**src/rtl/qzd_pkg.sv**
```systemverilog
package qzd_pkg;
    localparam int NPHASE = 8;
    localparam int PW     = $clog2(NPHASE);
    localparam int ZW     = PW - 1;

    typedef enum logic [1:0] {
        SYM_DEMOD  = 2'd0,
        SYM_SETUP  = 2'd1,
        SYM_ACTIVE = 2'd2
    } sym_state_e;

    typedef struct packed {
        logic          ok;
        logic [ZW-1:0] zone;
    } zone_sample_t;

    // Gray order: zone 0..3 -> 00, 01, 11, 10
    function automatic logic [1:0] zone_to_iq(input logic [ZW-1:0] z);
        return {z[1], z[1] ^ z[0]};
    endfunction
endpackage

```
**src/rtl/qzd_symbol_timer.sv**
```systemverilog
module qzd_symbol_timer
    import qzd_pkg::*;
#(
    parameter int SYM_CYCLES   = 16,
    parameter int DEMOD_CYCLES = 8,
    parameter int SETUP_CYCLES = 4
) (
    input  logic clk,
    input  logic rst_n,
    output logic in_demod_o,
    output logic sym_end_o,
    output logic gate_o
);
    localparam int CW = $clog2(SYM_CYCLES);
    localparam logic [CW-1:0] LAST_DEMOD = CW'(DEMOD_CYCLES - 1);
    localparam logic [CW-1:0] LAST_SETUP = CW'(DEMOD_CYCLES + SETUP_CYCLES - 1);
    localparam logic [CW-1:0] LAST_CYC   = CW'(SYM_CYCLES - 1);

    sym_state_e    state, state_nxt;
    logic [CW-1:0] cnt;

    // state register
    always_ff @(posedge clk or negedge rst_n) begin
        if (!rst_n) begin
            state <= SYM_DEMOD;
            cnt   <= '0;
        end else begin
            state <= state_nxt;
            cnt   <= (cnt == LAST_CYC) ? '0 : cnt + 1'b1;
        end
    end

    // transitions
    always_comb begin
        state_nxt = state;
        unique case (state)
            SYM_DEMOD:  if (cnt == LAST_DEMOD) state_nxt = SYM_SETUP;
            SYM_SETUP:  if (cnt == LAST_SETUP) state_nxt = SYM_ACTIVE;
            SYM_ACTIVE: if (cnt == LAST_CYC)   state_nxt = SYM_DEMOD;
            default:                           state_nxt = SYM_DEMOD;
        endcase
    end

    // outputs
    always_comb begin
        in_demod_o = (state == SYM_DEMOD);
        gate_o     = (state == SYM_ACTIVE);
        sym_end_o  = (state == SYM_ACTIVE) && (cnt == LAST_CYC);
    end
endmodule

```
**src/rtl/qzd_zone_decode.sv**
```systemverilog
module qzd_zone_decode
    import qzd_pkg::*;
(
    input  logic              clk,
    input  logic              rst_n,
    input  logic [NPHASE-1:0] phase_i,
    input  logic              in_demod_i,
    output zone_sample_t      smp_o,
    output logic              smp_demod_o
);
    logic [NPHASE-1:0] samp;
    logic [NPHASE-1:0] fall;
    logic [PW-1:0]     idx;

    always_ff @(posedge clk or negedge rst_n) begin
        if (!rst_n) begin
            samp        <= '0;
            smp_demod_o <= 1'b0;
        end else begin
            samp        <= phase_i;
            smp_demod_o <= in_demod_i;
        end
    end

    // circular 1->0 edge detector
    for (genvar k = 0; k < NPHASE; k++) begin : g_edge
        assign fall[k] = samp[k] & ~samp[(k + 1) % NPHASE];
    end

    always_comb begin
        idx = '0;
        for (int k = 0; k < NPHASE; k++) begin
            if (fall[k]) idx = PW'(k);
        end
        smp_o.ok   = $onehot(fall);
        smp_o.zone = idx[PW-1:1];
    end
endmodule

```
**src/rtl/qzd_confidence.sv**
```systemverilog
module qzd_confidence
    import qzd_pkg::*;
#(
    parameter int CONFIRM_RUN = 3
) (
    input  logic          clk,
    input  logic          rst_n,
    input  zone_sample_t  smp_i,
    input  logic          smp_demod_i,
    input  logic          sym_end_i,
    output logic          hit_o,
    output logic [ZW-1:0] zone_o
);
    localparam int RW = $clog2(CONFIRM_RUN + 1);
    localparam logic [RW-1:0] FULL = RW'(CONFIRM_RUN);

    logic [RW-1:0] run_len, len_nxt;
    logic [ZW-1:0] run_zone;
    logic          match, reach;

    always_comb begin
        match = smp_i.ok && (run_len != '0) && (smp_i.zone == run_zone);
        if (!smp_i.ok)            len_nxt = '0;
        else if (!match)          len_nxt = RW'(1);
        else if (run_len == FULL) len_nxt = run_len;
        else                      len_nxt = run_len + 1'b1;
        reach = smp_i.ok && (len_nxt == FULL) && !(match && run_len == FULL);
    end

    always_ff @(posedge clk or negedge rst_n) begin
        if (!rst_n) begin
            run_len  <= '0;
            run_zone <= '0;
            hit_o    <= 1'b0;
            zone_o   <= '0;
        end else if (sym_end_i) begin
            run_len <= '0;
            hit_o   <= 1'b0;
        end else if (smp_demod_i) begin
            run_len  <= len_nxt;
            run_zone <= smp_i.zone;
            if (reach) begin
                hit_o  <= 1'b1;
                zone_o <= smp_i.zone;
            end
        end
    end
endmodule

```
**src/rtl/qpsk_zone_demod.sv**
```systemverilog
module qpsk_zone_demod
    import qzd_pkg::*;
#(
    parameter int SYM_CYCLES   = 16,
    parameter int DEMOD_CYCLES = 8,
    parameter int SETUP_CYCLES = 4,
    parameter int CONFIRM_RUN  = 3,
    parameter int ACQ_PHASE    = 0
) (
    input  logic              clk_if,
    input  logic              rst_n,
    input  logic [NPHASE-1:0] phase_bus,
    input  logic              track_mode,
    output logic [1:0]        iq,
    output logic              iq_valid,
    output logic [PW-1:0]     mux_sel,
    output logic              gate_pulse
);
    localparam logic [PW-1:0] ACQ_SEL = PW'(ACQ_PHASE);

    logic          in_demod, sym_end, hit, smp_demod;
    logic [ZW-1:0] conf_zone, zone_q;
    zone_sample_t  smp;

    qzd_symbol_timer #(
        .SYM_CYCLES  (SYM_CYCLES),
        .DEMOD_CYCLES(DEMOD_CYCLES),
        .SETUP_CYCLES(SETUP_CYCLES)
    ) u_timer (
        .clk       (clk_if),
        .rst_n     (rst_n),
        .in_demod_o(in_demod),
        .sym_end_o (sym_end),
        .gate_o    (gate_pulse)
    );

    qzd_zone_decode u_decode (
        .clk        (clk_if),
        .rst_n      (rst_n),
        .phase_i    (phase_bus),
        .in_demod_i (in_demod),
        .smp_o      (smp),
        .smp_demod_o(smp_demod)
    );

    qzd_confidence #(.CONFIRM_RUN(CONFIRM_RUN)) u_conf (
        .clk        (clk_if),
        .rst_n      (rst_n),
        .smp_i      (smp),
        .smp_demod_i(smp_demod),
        .sym_end_i  (sym_end),
        .hit_o      (hit),
        .zone_o     (conf_zone)
    );

    always_ff @(posedge clk_if or negedge rst_n) begin
        if (!rst_n) begin
            iq       <= '0;
            iq_valid <= 1'b0;
            zone_q   <= '0;
        end else begin
            iq_valid <= sym_end;
            if (sym_end && hit) begin
                iq     <= zone_to_iq(conf_zone);
                zone_q <= conf_zone;
            end
        end
    end

    always_comb begin
        mux_sel = track_mode ? {zone_q, 1'b1} : ACQ_SEL;
    end
endmodule

```
**config.mk**
```make
export PLATFORM = sky130hd
export DESIGN_NAME = qpsk_zone_demod
export DESIGN_NICKNAME = d
export VERILOG_FILES = /design/src/rtl/qzd_pkg.sv /design/src/rtl/qzd_symbol_timer.sv /design/src/rtl/qzd_zone_decode.sv /design/src/rtl/qzd_confidence.sv /design/src/rtl/qpsk_zone_demod.sv
export SDC_FILE = /design/constraint.sdc
export NUM_CORES = 1
export LEC_CHECK = 0
export CORE_ASPECT_RATIO = 0.7
export CORE_MARGIN = 3
export CORE_UTILIZATION = 40
export CTS_CLUSTER_SIZE = 14
export DETAILED_ROUTE_END_ITERATION = 16
export DONT_BUFFER_PORTS = 1
export GPL_TIMING_DRIVEN = 0
export MAX_ROUTING_LAYER = met4
export SYNTH_ARGS = -nofsm -noshare
export SYNTH_HDL_FRONTEND = slang
export SYNTH_SLANG_ARGS = --single-unit
export TNS_END_PERCENT = 20
```
**constraint.sdc**
```tcl
create_clock -name clk_if -period 5.05 [get_ports clk_if]
set_input_delay 0.7575 -clock clk_if [delete_from_list [all_inputs] [get_ports clk_if]]
set_output_delay 0.7575 -clock clk_if [all_outputs]
set_load 0.02 [all_outputs]
```
== Word-level counts from Yosys, hierarchy flattened ==
Cells that the tools add are included.

* Bits in registers: 27
* Bits of input ports: 11
* Output and inout port bits: 7
* Logic and storage cells: 87

* Add/sub/neg operators: 9
* Eq/ne operators: 12
* Muxes and demuxes: 21
* Bitwise logic cells: 18
* Reduce and logical (&&, ||, !) cells: 16

{| class="wikitable"
|+ Operators by type and width
! operator !! number
|-
| $mux 3 || 7
|-
| $mux 2 || 8
|-
| $add 4x4->4 || 3
|-
| $not 1->1 || 9
|-
| $add 1x1->2 || 4
|-
| $and 1x1->1 || 8
|-
| $eq 4x4->1 const B || 2
|-
| $logic_and 1x1->1 || 7
|-
| $eq 2x2->1 const B || 3
|-
| $pmux 2 s3 || 1
|-
| $reduce_and 3->1 || 2
|-
| $reduce_bool 2->1 || 3
|-
| $add 4x1->4 const B || 1
|-
| $eq 4x1->1 const B || 1
|-
| $eq 4x3->1 const B || 1
|-
| $mux 1 || 4
|-
| $mux 4 || 1
|-
| $ne 2x1->1 const B || 2
|-
| $reduce_and 2->1 || 2
|-
| $add 2x1->2 const B || 1
|-
| $eq 2x1->1 const B || 1
|-
| $eq 2x2->1 || 1
|-
| $logic_not 2->1 || 1
|-
| $ne 2x2->1 const B || 1
|-
| other kinds (2) || 2
|}

== Depth between registers and ports, before layout ==
* Depth after elaboration: 19
* Mapped depth: 13

== By module ==
Synthesis repeated with hierarchy kept, for this count alone.

* Cells, all modules: 110
* Area total of the unflattened synthesis: 1263.7 um2

{| class="wikitable"
|+ Modules (own cells, without submodules)
! module !! instances !! cells an instance !! area each (um2)
|-
| qzd_zone_decode || 1 || 38 || 467.9
|-
| qzd_confidence || 1 || 34 || 356.6
|-
| qzd_symbol_timer || 1 || 25 || 262.8
|-
| qpsk_zone_demod || 1 || 13 || 176.4
|}

== Least setup slack after synthesis ==
OpenSTA, ideal clock, no wires.

* Kind: reg-to-reg
* Start point: register u_decode.samp[7]
* End point: register u_conf.zone_o[0]
* Setup time: 0.128 ns
* Arrival time: 3.838 ns
* Required time: 4.922 ns
* Path slack: 1.084 ns
* Cell stages (with the launch flop): 14
* Path buffers: 0
* Clock period less this slack: 3.966 ns
* Path through: dfrtp_1 > nand2b_1 > inv_1 > ha_1 > fa_1 > inv_1 > fa_1 > inv_1 > ha_1 > fa_1 > or4b_4 > or3_1 > nor4_4 > mux2_1

* Word-level cells in the longest chain between the ends: 14

{| class="wikitable"
|+ Ends and longest elaborated chain
! what !! RTL line !! RTL
|-
| from (decl) || qzd_zone_decode.sv:11 || <nowiki>logic [NPHASE-1:0] samp;</nowiki>
|-
| from (signal assigned) || qzd_zone_decode.sv:20 || <nowiki>samp <= phase_i;</nowiki>
|-
| $not 1->1 || qzd_zone_decode.sv:27 || <nowiki>assign fall[k] = samp[k] & ~samp[(k + 1) % NPHASE];</nowiki>
|-
| $and 1x1->1 || qzd_zone_decode.sv:27 ||
|-
| $add 1x1->2 (implied by the code) || qzd_zone_decode.sv:35 || <nowiki>smp_o.ok = $onehot(fall);</nowiki>
|-
| $add 4x4->4 (implied by the code) (2 in series) || qzd_zone_decode.sv:35 ||
|-
| $eq 4x1->1 || qzd_zone_decode.sv:35 ||
|-
| $logic_and 1x1->1 (2 in series) || qzd_confidence.sv:22 || <nowiki>match = smp_i.ok && (run_len != '0) && (smp_i.zone == run_zone);</nowiki>
|-
| $mux 2 || qzd_confidence.sv:24 || <nowiki>else if (!match) len_nxt = RW'(1);</nowiki>
|-
| $mux 2 || qzd_confidence.sv:23 || <nowiki>if (!smp_i.ok) len_nxt = '0;</nowiki>
|-
| $eq 2x2->1 || qzd_confidence.sv:27 || <nowiki>reach = smp_i.ok && (len_nxt == FULL) && !(match && run_len == FULL);</nowiki>
|-
| $logic_and 1x1->1 (2 in series) || qzd_confidence.sv:27 ||
|-
| $reduce_and 3->1 (no source line) || - ||
|-
| to (signal assigned) || qzd_confidence.sv:44 || <nowiki>zone_o <= smp_i.zone;</nowiki>
|-
| to (decl) || qzd_confidence.sv:12 || <nowiki>output logic [ZW-1:0] zone_o</nowiki>
|}

Several ways; a longest one is shown, not always the timed one.
A chain may end at the register's enable or synchronous reset.

== Final worst setup path ==
* Start point: register u_decode.samp[7]
* End point: register u_conf.zone_o[1]

The elaborated chain is that of the path after synthesis.

==> impl_results.md <==
- Status: complete, no violations
- Fmax: 242 MHz
- Detailed Place HPWL: 1570 um
- Die Wd: 76.0 um
- CP startpoint kind: register
- Placed inst area: 1430 um^2
- Critical Path RT: 5.21 ns
- #FFs+latches synth: 26
- Int Pwr: 0.000319 W
- Die area: 4170 um^2
- Tmin final: 4.13 ns
- Max-slew violations: 0
- CTS root buffer: clkbuf_8
- Via count: 787
- Synth-to-Final Area Change: 8.31%
- Psw: 0.0000960 W
- FP Rows: 17
- PwrDens: 280 nW/um^2
- Register clock-pin slew on the reported worst setup and hold paths: 0.09 ns
- Post-DRT Antenna Nets: 0
- Initial antenna violation count: 0
- Grt ovf: 0
- Final Net Count: 149
- DR DRC count: 0
- Cell area after synthesis: 1370 um^2
- Clk Latency, worst-skew pair: 0.26 ns
- MaxCap Viol Count: 0
- Final GP Congestion: 0.749
- Drt wl/cell: 11.3 um
- Crit path max fanout: 3
- Post-synth EDFFs: 0
- Worst setup margin: 0.923 ns
- Unrepaired setup endpoints after global routing: no
- Clock Sinks: 26
- Slew headroom: 0.728
- Cell area after layout: 1480 um^2
- Post-CTS setup buffers: 0
- Initial Util: 0.427
- Post-synth cell types: 31
- R2R cell count: 13
- WS Path Type: reg -> reg
- CTS H-Tree Depth: 1
- Diode count: 0
- Wire length of the first global-routing pass: 3510 um
- Vias in the first global route: 813
- Starting DRT DRC Count: 24
- Worst min path class: in -> async
- Setup crit end kind: register
- Core ar.: 3210 um^2
- Maximum VDD drop: 0.000156 V
- Yosys Warn Count: 0
- Mapped Cells: 120
- Post-Route WL: 1920 um
- Post-CTS Hold Fix Bufs: 0
- Dpl ws: 0.919 ns
- Clock share of power: 0.312
- Setup tns final: 0 ns
- Power share of the sequential group: 0.543
- Layout Skew: 0.00726 ns
- 1st-pass router iterations: 4
- Synth async-reset ratio: 1.00
- Post-synth top flop: dfrtp_1
- Final Util: 0.462
- Seq/Total Area, Yosys: 0.475
- CTS Buf Count: 3
- Sw frac: 0.231
- Max clock buf depth: 2
- Ports: 18
- Final setup viols: 0
- Final hold violations: 0
- CTS tree: done
- Leak: 0.740 nW
- Largest net degree at the start of global routing: 27
- Mapped Nets: 144
- Period utilisation layout: 0.817
- I/O Buffers: 0
- Routed vias/inst: 4.60
- Syn avg cell area: 11.4 um^2
- Overall routing resource usage: 0.113
- Comb pwr share: 0.145
- Slew at the pin with the worst max-slew slack: 0.407 ns
- Crit path DAT: 4.28 ns
- Die Y-Extent: 55.0 um
- Share of cells above drive strength 1: 0.113
- Post-CTS Resized: 0
## flip-flops by register name, summed over array words and instances, names as in the netlist
register,count
u_conf.hit_o,1
u_timer.state,2
u_decode.samp,8
u_decode.smp_demod_o,1
u_conf.run_zone,2
iq_valid,1
u_timer.cnt,4
u_conf.zone_o,2
iq,2
u_conf.run_len,2
zone_q,1
## layer usage
| metal | vias to the layer above | track usage | part of all wire |
|---|---|---|---|
| li1 | 404 | - | - |
| met4 | 0 | 0.0361 | 0.0057 |
| met1 | 367 | 0.143 | 0.52 |
| met3 | 2 | 0.0372 | 0.056 |
| met5 | - | - | 0 |
| met2 | 14 | 0.176 | 0.42 |
## metrics by stage
| stage | hold WS, ns | std cells | power (W) |
|---|---|---|---|
| after floorplan | 0.439 | 120 | 0.000280 |
| after global placement | 0.459 | 167 | 0.000289 |
| after detailed placement | 0.462 | 167 | 0.000291 |
| after CTS | 0.164 | 171 | 0.000422 |
| after global routing | 0.155 | 171 | 0.000442 |
| final | 0.174 | 171 | 0.000415 |
## worst max-delay path, cell delays in order (launching register included)
cell	delay (ns)
dfrtp_1	0.40
nand2b_1	0.13
inv_1	0.09
ha_1	0.21
fa_1	0.53
inv_1	0.05
fa_1	0.52
inv_1	0.04
ha_1	0.19
fa_1	0.43
or4b_4	0.50
or3_1	0.36
nor4_4	0.22
mux2_1	0.35
## path summary, 6_finish.rpt
kind                                   from                    to  slack, ns
max in group asynchronous             rst_n        u_timer.cnt[2]       4.79
min in group clk_if        u_timer.state[0]  u_decode.smp_demod_o       0.48
setup reg to reg           u_decode.samp[7]      u_conf.zone_o[1]       0.92
setup / recovery           u_decode.samp[7]      u_conf.zone_o[1]       0.92
hold reg to reg            u_timer.state[0]  u_decode.smp_demod_o       0.48
hold / removal                        rst_n                 iq[0]       0.17
## power groups by stage
stage | Combinational (W) | Clock [W] | Sequential [W]
2_1_floorplan | 0.0000524 | 0 | 0.000228
3_3_place_gp | 0.0000590 | 0 | 0.000230
3_5_place_dp | 0.0000611 | 0 | 0.000230
4_1_cts | 0.0000616 | 0.000135 | 0.000226
5_1_grt | 0.0000711 | 0.000143 | 0.000228
6_report | 0.0000601 | 0.000130 | 0.000225
## layout make-up
type | count | area [um^2]
Buffer | 2 | 15.0
Fill cell | 306 | 1730
Sequential cell | 26 | 651
Tap cell | 47 | 58.8
Inverter | 17 | 63.8
Multi-Input combinational cell | 75 | 641
Clock buffer | 4 | 55.1
## logic make-up (layout without fill, tap and decap cells)
family | after synthesis | after routing | share of synthesized area
compound gates | 16 | 16 | 0.0868
xor+xnor | 3 | 3 | 0.0192
fa+ha+maj | 13 | 13 | 0.141
buf+inv | 19 | 23 | 0.0575
flops | 26 | 26 | 0.475
mux | 6 | 6 | 0.0493
simple gates | 37 | 37 | 0.172
## cells in the mapped netlist, types with 2 or more instances
library cell  number  share of area
dfrtp_1           26           0.47
inv_1             17          0.047
ha_1               9          0.082
nor2_1             6          0.016
nor2b_1            6          0.027
nand2b_1           5          0.023
o21ai_0            5          0.018
a21oi_1            4          0.015
fa_1               4          0.058
mux2_2             4          0.033
nand2_1            4          0.011
nand3_1            3          0.011
nand3b_1           3          0.016
a21o_1             2          0.011
and2_1             2         0.0091
buf_4              2          0.011
mux2_1             2          0.016
or3_1              2         0.0091
xor2_1             2          0.013
## cell usage in the layout (no fill, tap or decap)
cell	instances
a21oi_1	4
dfrtp_1	26
inv_1	17
a311oi_2	1
o21bai_4	1
nor4_1	1
and2_1	2
o21ai_0	5
or4b_1	1
nor4_4	1
and3_1	1
xnor2_1	1
nand2b_1	5
nor2b_1	6
buf_4	2
a2111oi_0	1
or4b_4	1
mux2_1	2
fa_1	4
or3_1	2
nor2_1	6
nand2_1	4
nand3b_1	3
a21o_1	2
nand3_1	3
o211a_1	1
clkbuf_8	4
nor4b_1	1
mux2_2	4
xor2_1	2
o22ai_1	1
ha_1	9
No activity file was read; power rests on OpenSTA's default activity.
